===== config.mk =====
export PLATFORM = sky130hd
export DESIGN_NAME = tick_timer_bank
export DESIGN_NICKNAME = d
export VERILOG_FILES = /design/src/rtl/ttb_pkg.sv /design/src/rtl/ttb_down_counter.sv /design/src/rtl/ttb_timebase.sv /design/src/rtl/tick_timer_bank.sv
export SDC_FILE = /design/constraint.sdc
export NUM_CORES = 1
export LEC_CHECK = 0
export ABC_CLOCK_PERIOD_IN_PS = 6950
export BUFFER_PORTS_ARGS = -buffer_cell sky130_fd_sc_hd__buf_4
export CORE_MARGIN = 2
export CORE_UTILIZATION = 33
export CTS_CLUSTER_DIAMETER = 150
export DETAILED_ROUTE_END_ITERATION = 8
export GPL_TIMING_DRIVEN = 0
export HOLD_SLACK_MARGIN = 0.15
export REMOVE_ABC_BUFFERS = 1
export SLEW_MARGIN = 25
export SYNTH_ARGS = -nofsm -noshare
export SYNTH_HDL_FRONTEND = slang
export SYNTH_HIERARCHICAL = 1
export SYNTH_SLANG_ARGS = --single-unit

===== constraint.sdc =====
create_clock -name clk -period 6.95 [get_ports clk]
set_input_delay 0.3475 -clock clk [delete_from_list [all_inputs] [get_ports clk]]
set_output_delay 0.3475 -clock clk [all_outputs]
set_load 0.03 [all_outputs]

===== src/rtl/ttb_pkg.sv =====
package ttb_pkg;

   // number of reloading down-counters
   localparam int NCH = 3;

   // control word bit positions (decoded by the driver)
   localparam int CTRL_EN_BIT  = 7;
   localparam int CTRL_PER_BIT = 6;
   localparam int CTRL_SEL_BIT = 3;

   // enable position inside the time-base high register
   localparam int TB_EN_BIT = 8;

   // word offsets inside a channel window
   localparam int OFS_LOAD  = 0;
   localparam int OFS_VALUE = 1;
   localparam int OFS_CTRL  = 2;
   localparam int OFS_CLEAR = 3;

   // time-base word addresses
   localparam int TB_LO_IDX = 24;
   localparam int TB_HI_IDX = 25;

   typedef struct packed {
      logic en;
      logic periodic;
      logic mid_sel;
   } chan_ctrl_t;

   function automatic int chan_base(input int ch);
      case (ch)
         0:       return 0;
         1:       return 8;
         default: return 32;
      endcase
   endfunction

endpackage


===== src/rtl/ttb_down_counter.sv =====
module ttb_down_counter
   import ttb_pkg::*;
#(
   parameter int W      = 16,
   parameter int DATA_W = 32
) (
   input  logic              clk,
   input  logic              rst_n,
   input  logic              mid_tick,
   input  logic              slow_tick,
   input  logic              load_we,
   input  logic              ctrl_we,
   input  logic              clr_we,
   input  logic [DATA_W-1:0] wdata,
   output logic [DATA_W-1:0] load_rd,
   output logic [DATA_W-1:0] value_rd,
   output logic [DATA_W-1:0] ctrl_rd,
   output logic              irq,
   output logic              tick_o,
   output logic              zero_o
);

   localparam logic [W-1:0] ALL_ONES = '1;

   logic [W-1:0] load_r;
   logic [W-1:0] cnt_r;
   chan_ctrl_t   ctrl_r;
   logic         irq_r;
   logic         tick_sel;
   logic         at_zero;
   logic         underflow;
   logic         wdata_unused;

   assign wdata_unused = ^wdata;

   assign tick_sel  = ctrl_r.en & (ctrl_r.mid_sel ? mid_tick : slow_tick);
   assign at_zero   = (cnt_r == '0);
   assign underflow = tick_sel & at_zero & ~load_we;

   always_ff @(posedge clk or negedge rst_n) begin
      if (!rst_n) begin
         load_r <= '0;
         cnt_r  <= '0;
         ctrl_r <= '0;
         irq_r  <= 1'b0;
      end else begin
         if (ctrl_we) begin
            ctrl_r.en       <= wdata[CTRL_EN_BIT];
            ctrl_r.periodic <= wdata[CTRL_PER_BIT];
            ctrl_r.mid_sel  <= wdata[CTRL_SEL_BIT];
         end
         if (load_we) begin
            load_r <= wdata[W-1:0];
            cnt_r  <= wdata[W-1:0];
         end else if (tick_sel) begin
            if (at_zero) begin
               cnt_r <= ctrl_r.periodic ? load_r : ALL_ONES;
            end else begin
               cnt_r <= cnt_r - 1'b1;
            end
         end
         if (underflow) begin
            irq_r <= 1'b1;
         end else if (clr_we) begin
            irq_r <= 1'b0;
         end
      end
   end

   generate
      if (W < DATA_W) begin : g_ext
         assign load_rd  = {{(DATA_W-W){1'b0}}, load_r};
         assign value_rd = {{(DATA_W-W){1'b0}}, cnt_r};
      end else begin : g_full
         assign load_rd  = load_r;
         assign value_rd = cnt_r;
      end
   endgenerate

   always_comb begin
      ctrl_rd               = '0;
      ctrl_rd[CTRL_EN_BIT]  = ctrl_r.en;
      ctrl_rd[CTRL_PER_BIT] = ctrl_r.periodic;
      ctrl_rd[CTRL_SEL_BIT] = ctrl_r.mid_sel;
   end

   assign irq    = irq_r;
   assign tick_o = tick_sel;
   assign zero_o = at_zero;

endmodule


===== src/rtl/ttb_timebase.sv =====
module ttb_timebase
   import ttb_pkg::*;
#(
   parameter int TB_W   = 40,
   parameter int DATA_W = 32
) (
   input  logic              clk,
   input  logic              rst_n,
   input  logic              fast_tick,
   input  logic              hi_we,
   input  logic              lo_rd,
   input  logic [DATA_W-1:0] wdata,
   output logic [DATA_W-1:0] lo_word,
   output logic [DATA_W-1:0] hi_word,
   output logic [TB_W-1:0]   cnt_o
);

   localparam int HI_W = TB_W - DATA_W;

   logic [TB_W-1:0] cnt_r;
   logic [HI_W-1:0] snap_r;
   logic            en_r;
   logic            wdata_unused;

   assign wdata_unused = ^wdata;

   always_ff @(posedge clk or negedge rst_n) begin
      if (!rst_n) begin
         cnt_r  <= '0;
         snap_r <= '0;
         en_r   <= 1'b0;
      end else begin
         if (en_r && fast_tick) begin
            cnt_r <= cnt_r + 1'b1;
         end
         if (hi_we) begin
            en_r <= wdata[TB_EN_BIT];
         end
         if (lo_rd) begin
            snap_r <= cnt_r[TB_W-1:DATA_W];
         end
      end
   end

   assign lo_word = cnt_r[DATA_W-1:0];

   always_comb begin
      hi_word            = '0;
      hi_word[HI_W-1:0]  = snap_r;
      hi_word[TB_EN_BIT] = en_r;
   end

   assign cnt_o = cnt_r;

endmodule


===== src/rtl/tick_timer_bank.sv =====
module tick_timer_bank
   import ttb_pkg::*;
#(
   parameter int ADDR_W   = 6,
   parameter int DATA_W   = 32,
   parameter int NARROW_W = 16,
   parameter int WIDE_W   = 32,
   parameter int WIDE_CH  = 2,
   parameter int TB_W     = 40
) (
   input  logic              clk,
   input  logic              rst_n,
   input  logic              mid_tick,
   input  logic              slow_tick,
   input  logic              fast_tick,
   input  logic              wr_en,
   input  logic              rd_en,
   input  logic [ADDR_W-1:0] addr,
   input  logic [DATA_W-1:0] wdata,
   output logic [DATA_W-1:0] rdata,
   output logic [NCH:0]      irq
);

   localparam logic [ADDR_W-1:0] TB_LO_A = ADDR_W'(TB_LO_IDX);
   localparam logic [ADDR_W-1:0] TB_HI_A = ADDR_W'(TB_HI_IDX);

   // elaboration-time parameter checks
   if (TB_W <= DATA_W || TB_W - DATA_W > TB_EN_BIT) begin : g_bad_tb
      $error("time base width must exceed the data width by 1..%0d bits", TB_EN_BIT);
   end
   if (NARROW_W > DATA_W || WIDE_W > DATA_W || NARROW_W < 1) begin : g_bad_ch
      $error("down-counter widths must lie within the data width");
   end
   if ((1 << ADDR_W) <= chan_base(NCH-1) + OFS_CLEAR) begin : g_bad_addr
      $error("address width too small for the register map");
   end
   if (WIDE_CH < 0 || WIDE_CH >= NCH) begin : g_bad_wide
      $error("wide channel index out of range");
   end

   logic [NCH-1:0]    load_we;
   logic [NCH-1:0]    ctrl_we;
   logic [NCH-1:0]    clr_we;
   logic [NCH-1:0]    chan_tick;
   logic [NCH-1:0]    chan_zero;
   logic [NCH-1:0]    chan_irq;
   logic [DATA_W-1:0] chan_rd [NCH];

   logic [DATA_W-1:0] tb_lo;
   logic [DATA_W-1:0] tb_hi;
   logic [TB_W-1:0]   tb_cnt;
   logic              tb_hi_we;
   logic              tb_lo_rd;

   logic [DATA_W-1:0] rd_next;
   logic [DATA_W-1:0] rdata_r;

   generate
      for (genvar i = 0; i < NCH; i++) begin : g_chan
         localparam int CW = (i == WIDE_CH) ? WIDE_W : NARROW_W;
         localparam logic [ADDR_W-1:0] LOAD_A  = ADDR_W'(chan_base(i) + OFS_LOAD);
         localparam logic [ADDR_W-1:0] VALUE_A = ADDR_W'(chan_base(i) + OFS_VALUE);
         localparam logic [ADDR_W-1:0] CTRL_A  = ADDR_W'(chan_base(i) + OFS_CTRL);
         localparam logic [ADDR_W-1:0] CLR_A   = ADDR_W'(chan_base(i) + OFS_CLEAR);

         logic [DATA_W-1:0] load_rd;
         logic [DATA_W-1:0] value_rd;
         logic [DATA_W-1:0] ctrl_rd;

         assign load_we[i] = wr_en && (addr == LOAD_A);
         assign ctrl_we[i] = wr_en && (addr == CTRL_A);
         assign clr_we[i]  = wr_en && (addr == CLR_A);

         ttb_down_counter #(
            .W      (CW),
            .DATA_W (DATA_W)
         ) u_cnt (
            .clk       (clk),
            .rst_n     (rst_n),
            .mid_tick  (mid_tick),
            .slow_tick (slow_tick),
            .load_we   (load_we[i]),
            .ctrl_we   (ctrl_we[i]),
            .clr_we    (clr_we[i]),
            .wdata     (wdata),
            .load_rd   (load_rd),
            .value_rd  (value_rd),
            .ctrl_rd   (ctrl_rd),
            .irq       (chan_irq[i]),
            .tick_o    (chan_tick[i]),
            .zero_o    (chan_zero[i])
         );

         always_comb begin
            if (addr == LOAD_A) begin
               chan_rd[i] = load_rd;
            end else if (addr == VALUE_A) begin
               chan_rd[i] = value_rd;
            end else if (addr == CTRL_A) begin
               chan_rd[i] = ctrl_rd;
            end else begin
               chan_rd[i] = '0;
            end
         end
      end
   endgenerate

   assign tb_hi_we = wr_en && (addr == TB_HI_A);
   assign tb_lo_rd = rd_en && (addr == TB_LO_A);

   ttb_timebase #(
      .TB_W   (TB_W),
      .DATA_W (DATA_W)
   ) u_tb (
      .clk       (clk),
      .rst_n     (rst_n),
      .fast_tick (fast_tick),
      .hi_we     (tb_hi_we),
      .lo_rd     (tb_lo_rd),
      .wdata     (wdata),
      .lo_word   (tb_lo),
      .hi_word   (tb_hi),
      .cnt_o     (tb_cnt)
   );

   always_comb begin
      rd_next = '0;
      for (int i = 0; i < NCH; i++) begin
         rd_next = rd_next | chan_rd[i];
      end
      if (addr == TB_LO_A) begin
         rd_next = rd_next | tb_lo;
      end
      if (addr == TB_HI_A) begin
         rd_next = rd_next | tb_hi;
      end
   end

   always_ff @(posedge clk or negedge rst_n) begin
      if (!rst_n) begin
         rdata_r <= '0;
      end else if (rd_en) begin
         rdata_r <= rd_next;
      end
   end

   assign rdata = rdata_r;
   assign irq   = {1'b0, chan_irq};

endmodule


* Word level (Yosys, flattened, before mapping)
Cells that the tools add are included.
** Operators by class
- Add/sub/neg operators :: 4
- Eq/ne operators :: 13
- Multiplexer cells :: 32
- Bitwise logic cells :: 16
- Reduce and logical (&&, ||, !) cells :: 22
** Operator list (number)
- 32-bit two-way mux :: 9
- 16-bit two-way mux :: 11
- 32-bit OR :: 3
- 40-bit by 1-bit adder with 40-bit output, second input constant :: 1
- 16-bit zero test :: 2
- 32-bit zero test :: 1
- 32-bit by 9-bit OR with 32-bit output :: 1
- 16-bit by 1-bit subtractor with 16-bit output, second input constant :: 2
- 32-bit by 1-bit subtractor with 32-bit output, second input constant :: 1
- 6-bit by 4-bit == test with 1-bit output, second input constant :: 4
- 6-bit == test, second input constant :: 4
- 8-bit two-way mux :: 3
- 6-bit by 2-bit == test with 1-bit output, second input constant :: 2
- 6-bit by 5-bit == test with 1-bit output, second input constant :: 2
- 1-bit logical AND :: 12
- 2-bit nonzero test :: 6
- 1-bit AND :: 9
- 1-bit two-way mux :: 9
- 6-bit by 1-bit == test with 1-bit output, second input constant :: 1
- 6-bit zero test :: 1
- 1-bit NOT :: 3
** Storage, ports and cells
- Register bits :: 221
- Input bits :: 45
- Output and inout port bits :: 36
- Word-level logic and storage cells :: 109

* Logic depth before layout (Yosys ltp)
Gate-level depths: netlist (run 1).
- Depth in word-level cells :: 10
- Gate-level depth with buffers :: 11

* Hierarchy
The synthesis (run 1) kept the hierarchy.
** Modules (own cells, without submodules)
- ttb_down_counter (g_chan[0].u_cnt ...) :: times used 2, cells an instance 285, area an instance 2568.7 sq um
- tick_timer_bank :: times used 1, cells an instance 489, area an instance 4111.4 sq um
- ttb_down_counter (g_chan[2].u_cnt) :: times used 1, cells an instance 432, area an instance 4023.9 sq um
- ttb_timebase :: times used 1, cells an instance 251, area an instance 2656.3 sq um

* Least setup slack after synthesis (run 1)
No wires, ideal clock.
- Path type :: input port to flip-flop
- Start :: input addr[4]
- End :: register g_chan[2].u_cnt.load_r[15]
- Setup time :: 125 ps
- Data arrival time :: 2466 ps
- Data required time :: 6825 ps
- Setup slack :: 4359 ps
- Stages :: 8
- Buffers on the path :: 5
- Path through :: buf_2 > buf_6 > nor4b_4 > clkbuf_1 > and3_1 > clkbuf_1 > buf_1 > mux2_2
** On the way
- Longest elaborated chain between the ends :: 2
** Ends and longest elaborated chain
- from (decl) :: line tick_timer_bank.sv:18 : input logic [ADDR_W-1:0] addr,
- 6-bit == test :: line tick_timer_bank.sv:70 : assign load_we[i] = wr_en && (addr == LOAD_A);
- 1-bit logical AND :: line tick_timer_bank.sv:70
- named net load_we[2] :: line tick_timer_bank.sv:41 : logic [NCH-1:0] load_we;
- to (signal assigned) :: line ttb_down_counter.sv:53 : load_r <= wdata[W-1:0];
- to (decl) :: line ttb_down_counter.sv:25 : logic [W-1:0] load_r;
The timed path passes the listed nets, and every way through them passes these cells.
A chain may end at the register's enable or synchronous reset.

* Final worst setup path (run 1)
- Start :: input addr[5]
- End :: register g_chan[2].u_cnt.cnt_r[19]
** On the way
- Longest elaborated chain between the ends :: 3
** Ends and longest elaborated chain
- 6-bit == test * :: line tick_timer_bank.sv:70
- 1-bit logical AND * :: line tick_timer_bank.sv:70
- named net load_we[2] :: line tick_timer_bank.sv:41
- 32-bit two-way mux or 2-bit nonzero test (tied branches)
- to (signal assigned) :: line ttb_down_counter.sv:54 : cnt_r <= wdata[W-1:0];
- to (signal assigned) :: line ttb_down_counter.sv:57 : cnt_r <= ctrl_r.periodic ? load_r : ALL_ONES;
- to (signal assigned) :: line ttb_down_counter.sv:59 : cnt_r <= cnt_r - 1'b1;
- to (decl) :: line ttb_down_counter.sv:26 : logic [W-1:0] cnt_r;
Mark *: on every way through the listed nets, which the timed path passes. The rest lies on a longest branch.

==> metrics.md, run 1 <==
| Metric | Value |
|---|---|
| Outcome | finished clean |
| Final slew viol count | 0 |
| Mean post-synth cell area | 9.16 sq um |
| Number of max-cap violations | 0 |
| HPWL after DPL | roughly 38000 um |
| CTS root buffer | clkbuf_16 |
| Core area | 0.0476 sq mm |
| Num ports | between 80 and 90 |
| IO buf count | 79 |
| Ys Warns | 6 |
| Vias in the first global route | 12800 |
| Final Cycle Share | 46.9% |
| Initial core utilization | 33.4% |
| Die Width | 223 um |
| Netlist area before placement | 0.0159 sq mm |
| Hold_buf cts | 33 |
| Final setup vio count | 0 |
| Hold Crit Endpoint | g_chan[1].u_cnt/ctrl_rd[6] |
| Kind of end point of the critical path | flop |
| Die area | 0.0499 sq mm |
| TritonCTS buffer count | 26 |
| Minimum clock period | 3.26 ns |
| R2r setup slk | 3.91 ns |
| GPL Wtd Cong | a little over 0.9 |
| CP top delay family | simple AND/OR/NAND/NOR gates |
| CTS tree | done |
| Pwr dens | about 290 mW/mm^2 |
| RSZ-0062 raised after global routing | false |
| Worst path cell trace | buf_4 > nor4b_4 > buf_6 > and3_4 > buf_16 > inv_1 > nand2_2 > a21oi_1 > a222oi_1 > o31ai_1 |
| H-tree depth | 1 |
| DP Area | about 0.016 sq mm |
| Reg2Reg Depth | 6 |
| Filler cells | 4839 |
| Drt wl/cell | 22.2 um |
| Required time of the worst setup path | 7.35 ns |
| Die height | 223 um |
| Nets | 1790 |
| Worst r2r src | g_chan[2].u_cnt/value_rd[12] |
| GR Util All Layers | approximately 20% |
| Setup CP Type | primary input to flop |
| Mapped Cells | 1735 |
| Final ANT Viol Nets | 0 |
| Crit-path max cell delay | around 0.60 ns |
| Grt ovf | 0 |
| Clock Latency Late Sink | 0.55 ns |
| Fraction of layout cells with a size suffix above 1 | 15.7% |
| Final instance area | around 0.017 sq mm |
| Min-Delay Path Class | primary input to flop |
| Setup bufs post-CTS | 0 |
| Largest net degree at the start of global routing | 91 |
| Vias | 13500 |
| CP arrival | around 3.7 ns |
| Post-cts sizing count | 0 |
| Iter 0 DRT Violations | about 1400 |
| Initial antenna violation count | 2 |
| Max Fclk | 0.307 GHz |
| Clk pin slew, worst setup/hold paths | 0.07 ns |
| Hold Crit Depth | 2 |
| Slew @ Worst Pin | 1.16 ns |
| Critical-path cell with the highest stage delay | nor4b_4 |
| P_leak | roughly 7.5 nW |
| Setup TNS | 0 ns |
| First-pass GRT wire length | about 80000 um |
| Kind of start point of the critical path | primary input |
| Row count | 80 |
| Fin. Hold Viols | 0 |
| Clock skew | around 0.01 ns |
| # DRC | 0 |
| Vias per cell | 5.69 |
| Maximum vdd drop | 200 uV |
| Clk sinks | 221 |
| Crit path max fanout | 56 |
| Worst r2r dst | g_chan[2].u_cnt/value_rd[18] |
| Clock tree buffer depth | 3 |
| Layout area overhead | 8.71% |
| Rel. slew slack | 22.7% |
| Routed WL | 52600 um |
| Sum of buffers and inverters on the critical path | 4 |
| Start point of the worst hold path | wdata[6] |
| Drt first pass iters | 7 |
[worst register-to-register path, delay by kind of cell (launching register included)]
kind            cells  cell delay [ns]
flops               1             0.45
simple gates        4             2.12
compound gates      2             0.34
[placed cells by master (no fill, tap or decap), types with 14 or more instances in the layout]
cell type and count:
a2111oi_0 17, a21oi_1 31, a221oi_1 35, a22oi_1 46, a31o_2 23, a31oi_1 38, and2_1 14, and3_1 39
buf_4 80, clkbuf_16 27, conb_1 175, dfrtp_1 220, dlygate4sd3_1 33, inv_1 53, mux2_2 67, mux2i_1 74
nand2_1 83, nand3_1 49, nand4_1 41, nor2_1 96, nor3_1 72, nor4_1 16, o21ai_0 76, o22ai_1 16
o31ai_1 15, or3_1 14, xnor2_1 35, xor2_1 29
[per-stage QoR]
step                      hold WS (ns)  std cells  power [W]  worst slack, ns  utilization (%)
after floorplan                 0.0519       1587    0.00282             2.83                -
after global placement           0.457       2281    0.00334            0.152             33.1
after detailed placement         0.298       2292    0.00340             2.83             33.6
after CTS                        0.155       2372    0.00491             3.41             36.2
after global routing             0.172       2372    0.00518             3.46             36.3
final                            0.175       2373    0.00494             3.69             36.3
[cell type report]
type,count,area [sq um],area share (%)
antenna,1,2.50,0.0145
clock buffer,43,826,4.78
clock inverter,4,98.8,0.572
inverter,54,203,1.17
multi-input combinational,1312,8720,50.5
sequential,221,5530,32.0
tap,615,769,4.45
timing repair buffer,123,1130,6.52
[routing by layer]
layer | vias to the layer above | routed length [um] | track usage [%]
li1 | 6091 | - | -
met1 | 6727 | 22600 | 28.3
met2 | 581 | 24200 | 32.9
met3 | 96 | 3900 | 2.81
met4 | 0 | 1960 | 7.85
met5 | - | 0 | 0
[state kept, by name, summed over array words and instances (netlist names)]
register,cells
g_chan.u_cnt/cnt_r,32
u_tb/cnt_o,40
rdata,32
g_chan.u_cnt/value_rd,32
u_tb/snap_r,8
g_chan.u_cnt/ctrl_rd,9
g_chan.u_cnt/load_r,32
g_chan.u_cnt/irq,3
u_tb/en_r,1
g_chan.u_cnt/load_rd,32
[power breakdown]
part           switching, W  internal (W)
clock              0.000570      0.000916
combinational      0.000821      0.000600
sequential         0.000501       0.00153
[how the worst max path moves through the flow]
stage                 start                           end  slack (ns)  depth (start not counted)
floorplan           addr[4]  g_chan[2].u_cnt/value_rd[19]        2.83                          7
global placement    addr[5]  g_chan[2].u_cnt/value_rd[19]        0.15                          6
detailed placement  addr[5]  g_chan[2].u_cnt/value_rd[19]        2.83                         10
CTS                 addr[5]  g_chan[2].u_cnt/value_rd[19]        3.41                         10
global route        addr[5]  g_chan[2].u_cnt/value_rd[19]        3.46                         10
finish              addr[5]  g_chan[2].u_cnt/value_rd[19]        3.69                         10
(Power assumes the default switching activity.)
==> run 2, diff against run 1 <==
ABC_AREA = 1   (was unset)
ABC_CLOCK_PERIOD_IN_PS = 2700   (was 6950)
clock period = 2.7 ns   (was 6.95 ns; I/O delays follow)
==> run 2 against run 1 <==
  * Highest routed layer unchanged
  * Combinational power grew to 2.7 times the previous value
  * Largest cell class unchanged
  * Flip-flop and latch count is the same
  * Clock skew rose by 0.0045 ns
  * Wire length up 11%
  * Synthesized cell count is 55% higher
  * Via count is 24% higher
  * Die area rose by 12%
  * Non-clock buffer count is 24 higher
==> metrics.md, run 2 <==
| Metric | Value |
|---|---|
| Outcome | finished clean |
| Worst r2r dst | g_chan[2].u_cnt/value_rd[9] |
| Routed WL | 58300 um (+11%) |
| R2r setup slk | 0.26 ns (-3.65 ns) |
| Kind of start point of the critical path | primary input |
| GPL Wtd Cong | 0.905 (-2.1%) |
| Required time of the worst setup path | 3.14 ns (-4.21 ns) |
| Max FFs per register | 40 (unchanged) |
| Clock tree buffer depth | 3 (unchanged) |
| Vias in the first global route | 15500 (+21%) |
| Grt ovf | 0 (unchanged) |
| Vias per cell | 4.91 (-14%) |
| Commonest non-fill, non-tap cell in the layout | nand2_1 |
| Mean post-synth cell area | 6.62 sq um (-28%) |
| Post-Layout Cell Count | 3422 (+44%) |
| Die height | 236 um (+5.6%) |
| # diodes | 0 (-1) |
| Setup TNS | 0 ns (unchanged) |
| Final hold slack | 0.182 ns (+0.00710 ns) |
| Max Fclk | 0.398 GHz |
| Mapped Cells | 2685 (+55%) |
| IO buf count | 79 (unchanged) |
| Netlist area before placement | 0.0178 sq mm (+12%) |
| Die area | 0.0557 sq mm (+12%) |
| Fin. Hold Viols | 0 (unchanged) |
| Drt first pass iters | 6 (-1) |
| Final instance area | 0.0197 sq mm (+14%) |
| Rel. slew slack | 36.3% (+14 points) |
| Final setup vio count | 0 (unchanged) |
| Final Cycle Share | 93.1% |
| # DRC | 0 (unchanged) |
| Setup CP Type | primary input to flop |
| Die Width | 236 um (+5.6%) |
| Minimum clock period | between 2 and 3 ns |
| Worst r2r src | g_chan[2].u_cnt/value_rd[0] |
| Layout area overhead | 10.9% |
| Initial antenna violation count | 0 (-2) |
| Iter 0 DRT Violations | 1658 (+22%) |
| Num ports | 81 (unchanged) |
| Clk sinks | 221 (unchanged) |
| Initial core utilization | 33.2% (-0.15 points) |
| Worst path cell trace | buf_4 > dlygate4sd3_1 > inv_2 > nand2_1 > nor2_4 > nand2_1 > nor2_1 > mux2_2 |
| Kind of end point of the critical path | flop |
| First-pass GRT wire length | 91000 um (+13%) |
| Fraction of layout cells with a size suffix above 1 | 11.8% (-3.9 points) |
| Core area | 0.0535 sq mm (+12%) |
| Most frequent cells in the layout | nand2_1, nor2_1, nand3_1, dfrtp_1, inv_1 |
| Ys Warns | 6 (unchanged) |
| Slew @ Worst Pin | 0.954 ns (-0.203 ns) |
| Pwr dens | 650 mW/mm^2 (+130%) |
| Clock Latency Late Sink | 0.56 ns (about the same) |
| Power, Total | 0.0128 W (+160%) |
| CTS tree | done |
| Crit path max fanout | 33 (-41%) |
| Clk pin slew, worst setup/hold paths | 0.06 ns (about the same) |
| P_leak | 9.84 nW (+32%) |
| Drt wl/cell | 17.0 um (-23%) |
| RSZ-0062 raised after global routing | false |
| # placed instances | 3332 (+45%) |
| Min-Delay Path Class | primary input to asynchronous set/reset pin |
| TritonCTS buffer count | 27 (+3.8%) |
| HPWL after DPL | 42700 um (+14%) |
| Number of max-cap violations | 0 (unchanged) |
| Vias | 16800 (+24%) |
| CP arrival | 2.96 ns (-0.70 ns) |
| CTS root buffer | clkbuf_16 |
| Crit-path max cell delay | 0.67 ns (+0.07 ns) |
| Critical-path cell with the highest stage delay | nor2_1 |
| GR Util All Layers | 20.7% (+0.14 points) |
| H-tree depth | 1 (unchanged) |
| Clock skew | 0.0144 ns (+0.00449 ns) |
| Row count | 85 (+6.3%) |
| Reg2Reg Depth | 11 (+5) |
| Maximum vdd drop | 551 uV (+180%) |
| Final ANT Viol Nets | 0 (unchanged) |
| Nets | 2758 (+54%) |
| Critical Path End | u_tb/snap_r[2] |
| Most used cell along the critical path | nand2_1 |
| Largest net degree at the start of global routing | 86 (-5.5%) |
| CP startpoint | addr[0] |
| Final slew viol count | 0 (unchanged) |
| DP Area | 0.0184 sq mm (+15%) |
| Setup bufs post-CTS | 0 (unchanged) |
==> run 2: layout make-up <==
cell class                 count  area (sq um)
multi-input combinational   2092         10000
tap                          696           871
clock buffer                  38           767
clock inverter                11           110
fill                        5709         33800
sequential                   221          5530
timing repair buffer         147          1590
inverter                     217           830
==> run 2: critical path, delay by kind of cell <==
kind | cells | cell delay [ns]
muxes | 1 | 0.41
buffers and inverters | 3 | 0.85
and+or+nand+nor | 4 | 1.54
==> run 2: timing repair <==
action / in CTS / in global routing
endpoints found under the hold margin: 403 / 0
gates resized for setup: 0 / 1
endpoints found under the setup margin: 0 / 24
hold buffers: 41 / 0
==> run 2: how the worst min path moves through the flow <==
stage / from / end / slack [ns] / cells past startpoint
floorplan: rst_n / g_chan[0].u_cnt/cnt_r[0] / -0.16 / 0
global route: addr[4] / u_tb/en_r / 0.21 / 6
detailed placement: rst_n / g_chan[0].u_cnt/load_r[2] / -0.04 / 1
global placement: wdata[28] / g_chan[2].u_cnt/load_rd[28] / 0.35 / 3
finish: rst_n / g_chan[0].u_cnt/cnt_r[1] / 0.18 / 3
CTS: addr[4] / u_tb/en_r / 0.17 / 6
==> run 2: report_power, final <==
| group | switching (W) | internal [W] | total, W | leakage, nW |
|---|---|---|---|---|
| registers | 0.00119 | 0.00403 | 0.00522 | 2.64 |
| logic | 0.00253 | 0.00137 | 0.00390 | 6.77 |
| clock network | 0.00153 | 0.00216 | 0.00369 | 0.432 |
| total | 0.00525 | 0.00756 | 0.0128 | 9.84 |
==> run 2: per-stage QoR <==
step | worst slack, ns | util [%]
CTS | 0.0522 | 36.8
finish | 0.186 | 36.8
global route | 0.0764 | 36.8
detailed placement | -0.161 | 34.4
floorplan | -4.15 | -
global placement | -8.57 | 33.2
==> run 2: metal layers <==
metal / vias up / wire, um / track usage, %
li1: 8311 / - / -
met1: 7809 / 27100 / 29.8
met2: 590 / 25300 / 31.8
met3: 90 / 3760 / 2.62
met4: 0 / 2180 / 7.04
met5: - / 0 / 0.433
==> run 3, diff against run 2 <==
CORE_MARGIN = unset   (was 2)
==> run 3 against run 2 <==
  * The flow now finishes with violations (design-rule violations)
  * Clock-buffer cell count decreased by 3
  * Clock power is 7.0% higher
  * Total power rose by 1.4%
  * Register-to-register slack is essentially flat
  * Fmax is 1.0% higher
  * Global-route usage rose by 0.41 points
  * Wire length down 1.3%
  * Combinational power is 1% lower
  * Non-clock buffer count up 2
  * Largest cell class unchanged
  * Largest power group unchanged
  * Highest routed layer unchanged
==> metrics.md, run 3 (synthesized netlist as in run 2, its figures left out) <==
| Metric | Value |
|---|---|
| Iter 0 DRT Violations | 1356 (-18%) |
| Crit-path max cell delay | 0.64 ns (-0.03 ns) |
| Setup CP Type | primary input to flop |
| Commonest non-fill, non-tap cell in the layout | nand2_1 |
| GR Util All Layers | 21.1% (+0.41 points) |
| Slew @ Worst Pin | 0.972 ns (+0.0177 ns) |
| CP arrival | 2.94 ns (-0.02 ns) |
| Initial antenna violation count | 0 (unchanged) |
| Kind of end point of the critical path | flop |
| Die height | 234 um (-0.85%) |
| Vias per cell | 4.86 (-1.0%) |
| Most used cell along the critical path | nand2_1 |
| Maximum vdd drop | 449 uV (-19%) |
| Final ANT Viol Nets | 0 (unchanged) |
| Worst r2r src | g_chan[2].u_cnt/value_rd[0] |
| CTS root buffer | clkbuf_16 |
| Fin. Hold Viols | 0 (unchanged) |
| Final slew viol count | 0 (unchanged) |
| Post-layout util | 37.5% (+0.69 points) |
| Die area | 0.0548 sq mm (-1.7%) |
| Clk sinks | 221 (unchanged) |
| Initial core utilization | 33.6% (+0.40 points) |
| HPWL after DPL | 42400 um (-0.83%) |
| RSZ-0062 raised after global routing | false |
| Setup TNS | 0 ns (unchanged) |
| Vias | 16600 (-1.2%) |
| IO buf count | 79 (unchanged) |
| # DRC | 10 (+10) |
| Num ports | 81 (unchanged) |
| GPL Wtd Cong | 0.908 (+0.43%) |
| Grt ovf | 0 (unchanged) |
| # placed instances | 3322 (-0.30%) |
| Multi-input logic area | 0.0100 sq mm (about the same) |
| DP Area | 0.0184 sq mm (about the same) |
| Drt first pass iters | 8 (+2) |
| Post-Layout Cell Count | 3416 (-0.18%) |
| P_leak | 9.91 nW (+0.75%) |
| Kind of start point of the critical path | primary input |
| Failing checks | design-rule violations |
| Final setup vio count | 0 (unchanged) |
| Clock tree buffer depth | 3 (unchanged) |
| Crit path max fanout | 33 (unchanged) |
| CTS tree | done |
| Largest net degree at the start of global routing | 87 (+1.2%) |
| Filler cells | 5639 (-1.2%) |
| Number of max-cap violations | 0 (unchanged) |
| Worst r2r dst | g_chan[2].u_cnt/value_rd[9] |
| Final hold slack | 0.169 ns (-0.0130 ns) |
| First-pass GRT wire length | 89600 um (-1.6%) |
| Routed WL | 57500 um (-1.3%) |
| Row count | 84 (-1.2%) |
| Core area | 0.0529 sq mm (-1.2%) |
| Required time of the worst setup path | 3.15 ns (about the same) |
| Clk pin slew, worst setup/hold paths | 0.06 ns (about the same) |
| Outcome | complete, but fails checks |
| Die Width | 234 um (-0.85%) |
| Vias in the first global route | 15100 (-2.5%) |
| H-tree depth | 1 (unchanged) |
| Clock Latency Late Sink | 0.57 ns (about the same) |
| Worst path cell trace | buf_4 > dlygate4sd3_1 > inv_2 > nand2_1 > nor2_4 > nand2_1 > nor2_1 > mux2_2 |
| Critical-path cell with the highest stage delay | nor2_1 |
| Final Cycle Share | 92.1% (-0.96 points) |
| R2r setup slk | 0.25 ns (about the same) |
| Reg2Reg Depth | 11 (unchanged) |
| Final instance area | 0.0198 sq mm (+0.69%) |
| Max FFs per register | 40 (unchanged) |
| Max Fclk | 0.402 GHz (+1.0%) |
| Rel. slew slack | 34.7% (-1.6 points) |
| Minimum clock period | 2.49 ns (-0.0260 ns) |
| Pwr dens | 654 mW/mm^2 (+0.72%) |
| Fraction of layout cells with a size suffix above 1 | 12.0% (+0.25 points) |
| Clock skew | 0.0171 ns (+0.00270 ns) |
| Layout area overhead | 11.7% |
| Drt wl/cell | 16.8 um (-1.1%) |
| Nets | 2760 (+0.073%) |
| TritonCTS buffer count | 27 (unchanged) |
| # diodes | 0 (unchanged) |
| FF+latch area | 0.00553 sq mm (unchanged) |
| Min-Delay Path Class | primary input to asynchronous set/reset pin |
| Most frequent cells in the layout | nand2_1, nor2_1, nand3_1, dfrtp_1, inv_1 |
==> run 3: worst max path at each step <==
| stage | startpoint | endpoint | cells past startpoint |
|---|---|---|---|
| 2_1_floorplan | addr[5] | g_chan[1].u_cnt/cnt_r[0] | 6 |
| 3_3_place_gp | addr[5] | g_chan[1].u_cnt/cnt_r[0] | 7 |
| 3_5_place_dp | addr[2] | g_chan[2].u_cnt/value_rd[18] | 10 |
| 4_1_cts | addr[5] | g_chan[2].u_cnt/value_rd[22] | 11 |
| 5_1_grt | addr[0] | u_tb/snap_r[2] | 8 |
| 6_report | addr[1] | u_tb/snap_r[2] | 8 |
==> run 3: worst max-delay path, delay by kind of cell <==
family	cells	cell delay, ns
buf+inv	3	0.85
simple gates	4	1.51
mux	1	0.41
==> run 3: metal layers <==
layer  GRT usage [%]  vias to the layer above  part of all wire, %
met5               0                        -                    0
met4            7.02                        0                  3.6
met3            5.06                       90                  8.2
met2            31.2                      587                   42
met1            29.9                     7587                   46
li1                -                     8334                    -
==> run 3: report_power, final <==
part	switching [W]	total, W	internal, W
logic	0.00249	0.00386	0.00137
clock network	0.00157	0.00395	0.00238
registers	0.00114	0.00517	0.00403
==> run 3: stage by stage <==
step                setup slack (ns)  total power, W
finish                         0.212          0.0130
global route                  0.0582          0.0138
CTS                           0.0287          0.0130
detailed placement            -0.256         0.00897
global placement               -8.60         0.00886
floorplan                      -4.15         0.00758
==> run 3: timing repair <==
action | CTS | global route
endpoints found under the setup margin | 0 | 46
gates resized for setup | 0 | 2
hold buffers | 41 | 0
setup buffers | 0 | 4
endpoints found under the hold margin | 404 | 0
==> run 3: layout make-up <==
cell class              instances  share of cell area [%]
repair buffers                149                    8.33
well taps                     688                    4.34
clock inverters                14                   0.939
inverters                     217                    4.18
flip-flops and latches        221                    27.9
multi-input cells            2092                    50.5
clock buffers                  35                    3.86
